## src/rtl/frc_pkg.sv

```systemverilog
package frc_pkg;
  // dithering algorithm class chosen per channel
  typedef enum logic [1:0] {
    ALG_DEFAULT   = 2'd0,
    ALG_BLACK_PIX = 2'd1,
    ALG_WHITE_PIX = 2'd2,
    ALG_FULL_SUB  = 2'd3
  } frc_alg_e;

  // slot rank: 2x2 spatial position (2 bits) plus one temporal bit
  localparam int RANK_W = 3;
endpackage

```

## src/rtl/frc_timing.sv

```systemverilog
module frc_timing #(
  parameter int COL_W   = 12,
  parameter int ROW_W   = 12,
  parameter int FRAME_W = 4,
  parameter int IDLE_W  = 16
) (
  input  logic                      clk,
  input  logic                      rst,
  input  logic                      cfg_de_only,
  input  logic                      cfg_hs_pol,
  input  logic                      cfg_vs_pol,
  input  logic                      cfg_de_pol,
  input  logic [IDLE_W-1:0]         cfg_line_time,
  input  logic                      hs_in,
  input  logic                      vs_in,
  input  logic                      de_in,
  output logic [frc_pkg::RANK_W-1:0] slot_rank
);
  localparam int PH_W = 3;

  logic hs_a, vs_a, de_a;
  logic hs_q, vs_q, de_q;
  logic [COL_W-1:0]   col_cnt;
  logic [ROW_W-1:0]   row_cnt;
  logic [FRAME_W-1:0] frame_cnt;
  logic [IDLE_W-1:0]  idle_cnt;
  logic frame_start, row_adv, idle_hit;
  logic [1:0] pos_code;
  logic [PH_W-1:0] phase;

  // normalise polarity: pol=1 means active high
  assign hs_a = ~(hs_in ^ cfg_hs_pol);
  assign vs_a = ~(vs_in ^ cfg_vs_pol);
  assign de_a = ~(de_in ^ cfg_de_pol);

  assign idle_hit    = ~de_a && (idle_cnt == cfg_line_time);
  assign frame_start = cfg_de_only ? idle_hit : (vs_a & ~vs_q);
  assign row_adv     = cfg_de_only ? (de_q & ~de_a) : (hs_a & ~hs_q);

  always_ff @(posedge clk) begin
    if (rst) begin
      hs_q      <= 1'b0;
      vs_q      <= 1'b0;
      de_q      <= 1'b0;
      col_cnt   <= '0;
      row_cnt   <= '0;
      frame_cnt <= '0;
      idle_cnt  <= '0;
    end else begin
      hs_q <= hs_a;
      vs_q <= vs_a;
      de_q <= de_a;
      col_cnt <= de_a ? col_cnt + 1'b1 : '0;
      if (de_a)
        idle_cnt <= '0;
      else if (idle_cnt != '1)
        idle_cnt <= idle_cnt + 1'b1;
      if (frame_start) begin
        frame_cnt <= frame_cnt + 1'b1;
        row_cnt   <= '0;
      end else if (row_adv) begin
        row_cnt <= row_cnt + 1'b1;
      end
    end
  end

  // ordered 2x2 code: (0,0)=0 (1,1)=1 (0,1)=2 (1,0)=3, rotated per frame
  assign pos_code  = {row_cnt[0] ^ col_cnt[0], row_cnt[0]};
  assign phase     = frame_cnt[PH_W-1:0];
  assign slot_rank = {pos_code + phase[1:0], phase[2]};
endmodule

```

## src/rtl/frc_chan.sv

```systemverilog
module frc_chan #(
  parameter int IN_W  = 8,
  parameter int OUT_W = 6
) (
  input  logic                       clk,
  input  logic                       rst,
  input  logic                       en,
  input  frc_pkg::frc_alg_e          alg,
  input  logic [IN_W-1:0]            pix,
  input  logic [frc_pkg::RANK_W-1:0] rank,
  output logic [IN_W-1:0]            pix_q
);
  localparam int TR_W  = IN_W - OUT_W;
  localparam int EXP_W = IN_W + 1;
  localparam int K_W   = TR_W + 1;

  logic [EXP_W-1:0] wide;
  logic [OUT_W-1:0] top;
  logic [K_W-1:0]   frac;
  logic             bump;
  logic [OUT_W-1:0] lvl;
  logic [IN_W-1:0]  nxt;

  assign wide = {pix, pix[IN_W-1]};
  assign top  = wide[EXP_W-1 -: OUT_W];
  assign frac = wide[K_W-1:0];
  assign bump = (alg == frc_pkg::ALG_DEFAULT) && (frac > rank) && (top != '1);
  assign lvl  = top + {{(OUT_W-1){1'b0}}, bump};
  assign nxt  = en ? {lvl, {TR_W{1'b0}}} : pix;

  always_ff @(posedge clk) begin
    if (rst) pix_q <= '0;
    else     pix_q <= nxt;
  end
endmodule

```

## src/rtl/frc_dither_top.sv

```systemverilog
module frc_dither_top #(
  parameter int PIX_W   = 8,
  parameter int OUT_W   = 6,
  parameter int COL_W   = 12,
  parameter int ROW_W   = 12,
  parameter int FRAME_W = 4,
  parameter int IDLE_W  = 16
) (
  input  logic              clk,
  input  logic              rst,
  input  logic              cfg_enable,
  input  logic              cfg_de_only,
  input  logic              cfg_hs_pol,
  input  logic              cfg_vs_pol,
  input  logic              cfg_de_pol,
  input  logic [IDLE_W-1:0] cfg_line_time,
  input  logic              hs_in,
  input  logic              vs_in,
  input  logic              de_in,
  input  logic [PIX_W-1:0]  r_in,
  input  logic [PIX_W-1:0]  g_in,
  input  logic [PIX_W-1:0]  b_in,
  output logic              hs_out,
  output logic              vs_out,
  output logic              de_out,
  output logic [PIX_W-1:0]  r_out,
  output logic [PIX_W-1:0]  g_out,
  output logic [PIX_W-1:0]  b_out
);
  localparam int NCH = 3;

  logic [frc_pkg::RANK_W-1:0] rank;
  logic [PIX_W-1:0] ch_in  [NCH];
  logic [PIX_W-1:0] ch_out [NCH];
  logic pix_black, pix_white;

  frc_timing #(
    .COL_W(COL_W), .ROW_W(ROW_W), .FRAME_W(FRAME_W), .IDLE_W(IDLE_W)
  ) u_timing (
    .clk(clk), .rst(rst),
    .cfg_de_only(cfg_de_only), .cfg_hs_pol(cfg_hs_pol),
    .cfg_vs_pol(cfg_vs_pol), .cfg_de_pol(cfg_de_pol),
    .cfg_line_time(cfg_line_time),
    .hs_in(hs_in), .vs_in(vs_in), .de_in(de_in),
    .slot_rank(rank)
  );

  assign ch_in[0] = r_in;
  assign ch_in[1] = g_in;
  assign ch_in[2] = b_in;
  assign pix_black = (r_in == '0) && (g_in == '0) && (b_in == '0);
  assign pix_white = (r_in == '1) && (g_in == '1) && (b_in == '1);

  for (genvar gi = 0; gi < NCH; gi++) begin : g_ch
    frc_pkg::frc_alg_e alg;
    always_comb begin
      if (pix_black)                               alg = frc_pkg::ALG_BLACK_PIX;
      else if (pix_white)                          alg = frc_pkg::ALG_WHITE_PIX;
      else if (ch_in[gi] == '0 || ch_in[gi] == '1) alg = frc_pkg::ALG_FULL_SUB;
      else                                         alg = frc_pkg::ALG_DEFAULT;
    end
    frc_chan #(.IN_W(PIX_W), .OUT_W(OUT_W)) u_chan (
      .clk(clk), .rst(rst), .en(cfg_enable), .alg(alg),
      .pix(ch_in[gi]), .rank(rank), .pix_q(ch_out[gi])
    );
  end

  assign r_out = ch_out[0];
  assign g_out = ch_out[1];
  assign b_out = ch_out[2];

  always_ff @(posedge clk) begin
    if (rst) begin
      hs_out <= 1'b0;
      vs_out <= 1'b0;
      de_out <= 1'b0;
    end else begin
      hs_out <= hs_in;
      vs_out <= vs_in;
      de_out <= de_in;
    end
  end
endmodule

```

## config.mk

```make
export PLATFORM = sky130hd
export DESIGN_NAME = frc_dither_top
export DESIGN_NICKNAME = d
export VERILOG_FILES = /design/src/rtl/frc_pkg.sv /design/src/rtl/frc_timing.sv /design/src/rtl/frc_chan.sv /design/src/rtl/frc_dither_top.sv
export SDC_FILE = /design/constraint.sdc
export NUM_CORES = 1
export LEC_CHECK = 0
export ABC_AREA = 1
export BUFFER_PORTS_ARGS = -buffer_cell sky130_fd_sc_hd__buf_4
export CORE_ASPECT_RATIO = 0.6
export CORE_MARGIN = 5
export CORE_UTILIZATION = 55
export DETAILED_ROUTE_END_ITERATION = 6
export GPL_ROUTABILITY_DRIVEN = 0
export HOLD_SLACK_MARGIN = 0.1
export PLACE_DENSITY = 0.83
export SLEW_MARGIN = 5
export SYNTH_ARGS = -nofsm -noshare
export SYNTH_HDL_FRONTEND = slang
export SYNTH_SLANG_ARGS = --single-unit
```

## constraint.sdc

```tcl
create_clock -name clk -period 8.1 [get_ports clk]
set_clock_uncertainty 0.1 [all_clocks]
set_input_delay 0.405 -clock clk [delete_from_list [all_inputs] [get_ports clk]]
set_output_delay 0.405 -clock clk [all_outputs]
set_load 0.01 [all_outputs]
```

Yosys cells after proc, flatten, opt, wreduce, memory -nomap -nowiden
Cells that the tools add are included.

storage, ports and cells
  flip-flop bits (word level) = 74
  bits of input ports = 50
  output and inout bits = 27
  word-level logic and storage cells = 85

operators by class
  add/subtract/negate cells = 8
  $lt $le $gt $ge = 3
  equal/unequal tests = 8
  muxes and demuxes = 14
  bitwise logic cells = 12
  reductions and logical operators = 24

operator list
  operator                 number
  $add A12 B1 Y12 const B  2
  $eq A8 B8 Y1 const B     3
  $logic_not A8 Y1         3
  $mux W8                  3
  $add A6 B1 Y6            3
  $mux W2                  9
  $ne A6 B6 Y1 const B     3
  $add A16 B1 Y16 const B  1
  $eq A16 B16 Y1           1
  $ne A16 B16 Y1 const B   1
  $logic_and A1 B1 Y1      11
  $gt A3 B3 Y1             3
  $reduce_or A2 Y1         4
  $logic_not A2 Y1         3
  $not A1 Y1               5
  $add A4 B1 Y4 const B    1
  $xor A1 B1 Y1            4
  $and A1 B1 Y1            3
  $logic_or A1 B1 Y1       3
  $add A2 B2 Y2            1
  $mux W1                  2

Logic depth before layout (Yosys ltp)
  depth in word-level cells = 10
  depth in mapped cells = 15
  mapped depth without buffers = 15

By module
A second synthesis with hierarchy kept.

unflattened totals
  cell total of the unflattened synthesis = 504
  area total of the unflattened synthesis = 3246.9 sq um

modules (own cells, without submodules)
  module          instances  cells an instance  area each (sq um)  seq. area each (sq um)
  frc_timing      1          236                1529.0             480.5
  frc_chan        3          60                 435.4              160.2
  frc_dither_top  1          88                 411.6              60.1

Least setup slack after synthesis
No wires, ideal clock.

  path kind = reg-to-reg
  from = reg u_timing.row_cnt[0]
  to = reg g_ch[1].u_chan.pix_q[6]
  setup time = 119 ps
  data arrival time = 2321 ps
  data required time = 7881 ps
  slack = 5559 ps
  stages on the path, launching flop included = 16
  buffers on the path = 0
  period minus slack after synthesis = 2541 ps
  cells stage by stage = dfxtp_1 -> ha_1 -> xnor2_1 -> xnor2_1 -> ha_1 -> nand2_1 -> o21ai_0 -> o21ai_0 -> a221oi_1 -> ha_1 -> ha_1 -> nand2_1 -> nor2_1 -> nand2_1 -> o21ai_0 -> a21oi_1

on the way
  cells in the longest elaborated chain, start to end = 7

RTL lines
  item                                RTL line          RTL
  start, declared                     frc_timing.sv:24  logic [ROW_W-1:0] row_cnt;
  start signal, assigned              frc_timing.sv:62  row_cnt <= row_cnt + 1'b1;
  $xor A1 B1 Y1                       frc_timing.sv:68  assign pos_code = {row_cnt[0] ^ col_cnt[0], row_cnt[0]};
  $add A2 B2 Y2 *                     frc_timing.sv:70  assign slot_rank = {pos_code + phase[1:0], phase[2]};
  $gt A3 B3 Y1 *                      frc_chan.sv:27    assign bump = (alg == frc_pkg::ALG_DEFAULT) && (frac > rank) && (top != '1);
  $logic_and A1 B1 Y1 * (2 in a row)  frc_chan.sv:27
  $add A6 B1 Y6 *                     frc_chan.sv:28    assign lvl = top + {{(OUT_W-1){1'b0}}, bump};
  $mux W8 *                           frc_chan.sv:29    assign nxt = en ? {lvl, {TR_W{1'b0}}} : pix;
  end signal, assigned                frc_chan.sv:33    else pix_q <= nxt;
  end, declared                       frc_chan.sv:11    output logic [IN_W-1:0] pix_q

Mark *: on every way between the ends. The rest lies on a longest branch, timed or not.
A chain may end at the register's enable or synchronous reset.

Worst setup path after layout
Same ends and word-level chain as after synthesis.

==> qor.yml <==
sta:
  whs_ns: 0.210
  worst_pin_slew_ns: 0.504
  hold_viol_final: 0
  rsz0062_at_grt: "no"
  period_share_pct: 36.0
  setup_viol: 0
  fmax_ghz: 0.343
  fin_crit_ns: 2.92
  slew_headroom_pct: 66.3
  slew_viol_final: 0
  setup_tns_ns: 0
power_and_ir_drop:
  pwr_density_cell_nw_per_um2: 155
  p_switching_mw: 0.165
  switching_share_pct: 29.8
  power_leakage_nw: 1.79
  combPwrFrac_pct: 24.0
  ir_drop_uv: 74.3
  power_mw: 0.554
  intPower_mw: 0.389
  clockPowerShare_pct: 27.0
  power_frac_seq_pct: 49.0
synth:
  yosysTopAreaCell: "dfxtp_1"
  syn_nets: 481
  synth.avg_cell_area_um2: 6.93
  yosysTopAreaCellShare_pct: 35.6
  async_reset_ff_share_pct: 0
  netlist_area_um2: 2860
  dominantRegCellSynth: "dfxtp_1"
  ys_seq_elements: 51
  syn_inst: 413
  synth_area_leaders: "dfxtp_1, nand2_1, inv_1, ha_1, nor2_1"
  synth-edff-count: 0
  yosysWarnings: 0
  synth_cell_types: 34
  ys_top_cells_by_count: "nand2_1, inv_1, nor2_1"
  synth_most_common_cell: "nand2_1"
  ys_seq_area_share_pct: 35.6
layout:
  stdcell_count: 558
  multi_input_area_um2: 1560
  fin_nets: 559
  diodes: 0
  drive_above_1_share_pct: 21.1
  area.sequential_um2: 1020
  fill_cells: 425
  synthToLayoutAreaGrowth_pct: 24.9
die:
  die_y_um: 65.9
  die_area_um2: 6800
  initial_core_util_pct: 56.7
  core-area_um2: 5050
  die_w_um: 103
  ios: 77
  rows: 20
placed_design:
  place_inst: 550
  place_hpwl_mm: 5.70
  io_buffer_count: 76
worst_hold_path:
  min_path_type: "primary input to register"
worst_setup_path:
  worst_setup_path_end_kind: "register"
  crit_path_cell_trace: "ha_1, xnor2_1, xnor2_1, ha_1, nand2_1, o21ai_0, o21ai_0, a221oi_1, ha_1, ha_1, nand2_1, nor2_1, nand2_1, o21ai_0, a21oi_1"
  arrival_ns: 3.01
  cpMaxStageDelayCell: "dfxtp_1"
  cp_slowest_stage_delay_ns: 0.35
  crit_required_ns: 8.20
  path_common_cell: "ha_1"
  startpoint_type: "register"
  cp_max_fo: 3
  critPathKind: "register to register"
clock_tree:
  path_clk_slew_ns: 0.10
  cts.htree.levels: 2
  cts_tree: "done"
  cts_root_buf: "clkbuf_8"
  holdBufCountCts: 0
  cts_max_path_buffers: 2
  cts_setup_buffers: 0
  clk_latency_ns: 0.31
  cts_resized: 0
  clock-sinks: 51
  cts_buffers: 5
run_status:
  status: "finished, final reports clean"
global_route:
  grt_pass1_wl_mm: 11.7
  grt_pass1_vias: 2555
  grt_max_degree: 17
  antenna_found_initial: 0
  grt.total_usage_pct: 21.9
  grt_remaining_overflow: 0
detailed_routing:
  drt_iter0_drc: 201
  wire_per_inst_um: 12.8
  ant_nets: 0
  drc: 0
  drt-total-wl_mm: 7.13
  met1Wirelength_mm: 3.51
  wl_met2_mm: 2.91
  post_drt_via_cell_ratio: 5.15
  vias: 2872
  dr.pass1.iters: 5
  met3WireLength_um: 660
  maxUsedRoutingLayer: "met4"
job:
  drv_cap: 0
[layout by cell type (no fill, tap or decap), types with 2 or more instances in the layout]
cell type and count:
o21ai_0 19, nor2_2 4, o22ai_1 2, xnor2_1 13
nand3_1 18, inv_1 65, clkbuf_8 5, nand4_1 7
nor3b_1 2, nor2_1 55, nor3_1 15, clkinv_1 2
nand2_2 4, xor2_1 2, inv_2 2, a21oi_1 17
ha_1 18, clkinv_2 2, dfxtp_1 51, buf_4 76
a31oi_1 6, nand3_2 3, nand2_1 87, nor4_1 5
or2_2 2
[critical path, delay by kind of cell (launching register included)]
family / cells / cell delay [ns]
AO/OA/AOI/OAI: 5 / 0.71
AND/OR/NAND/NOR: 4 / 0.33
flip-flops: 1 / 0.35
adder cells (fa/ha/maj): 4 / 0.94
XOR/XNOR: 2 / 0.35
[logic make-up after synthesis]
group | count (synthesis) | synth area share [%]
adder cells (fa/ha/maj) | 18 | 7.86
AND/OR/NAND/NOR | 207 | 32.9
flip-flops | 51 | 35.6
buffers and inverters | 74 | 10.0
XOR/XNOR | 15 | 4.59
AO/OA/AOI/OAI | 48 | 9.04
[worst paths after layout]
| kind | start | endpoint | slack, ns | cells past startpoint |
|---|---|---|---|---|
| setup reg to reg | u_timing.row_cnt[0] | g_ch[1].u_chan.pix_q[6] | 5.18 | 15 |
| hold reg to reg | u_timing.col_cnt[0] | u_timing.col_cnt[0] | 0.38 | 1 |
| hold / removal | de_in | de_out | 0.21 | 3 |
| setup / recovery | u_timing.row_cnt[0] | g_ch[1].u_chan.pix_q[6] | 5.18 | 15 |
[layer usage]
layer | vias up | global-route usage [%]
li1 | 1475 | -
met1 | 1281 | 33.2
met2 | 109 | 30.3
met3 | 7 | 5.69
met4 | 0 | 5.33
met5 | - | 0
[power groups by stage]
stage,registers (mW),clock network (mW),logic (mW)
after floorplan,0.281,0,0.0710
after global placement,0.276,0,0.127
after detailed placement,0.277,0,0.132
after CTS,0.271,0.154,0.133
after global routing,0.273,0.164,0.153
final,0.271,0.150,0.133
[cell type report]
type	instances	area share [%]
clock buffer	5	1.92
clock inverter	3	0.525
inverter	69	7.24
multi-input combinational	288	43.5
sequential	51	28.5
tap	66	2.31
timing repair buffer	76	15.9
[state kept, by name (all words and copies together) (netlist names)]
name and flops:
u_timing.vs_q 1, u_timing.col_cnt 1, de_out 1, g_ch.u_chan.pix_q 24
hs_out 1, u_timing.hs_q 1, vs_out 1, u_timing.frame_cnt 3
u_timing.de_q 1, u_timing.idle_cnt 16, u_timing.row_cnt 1
[per-stage QoR]
step           area, um^2  worst slack [ns]  utilization, %
6_report             3580              5.18            70.8
5_1_grt              3580              5.03            70.8
4_1_cts              3580              5.20            70.8
3_5_place_dp         3490              5.23            69.0
3_3_place_gp         3490              5.40            69.0
2_1_floorplan        2860              5.56               -
Power figures use the tool's default switching activity.
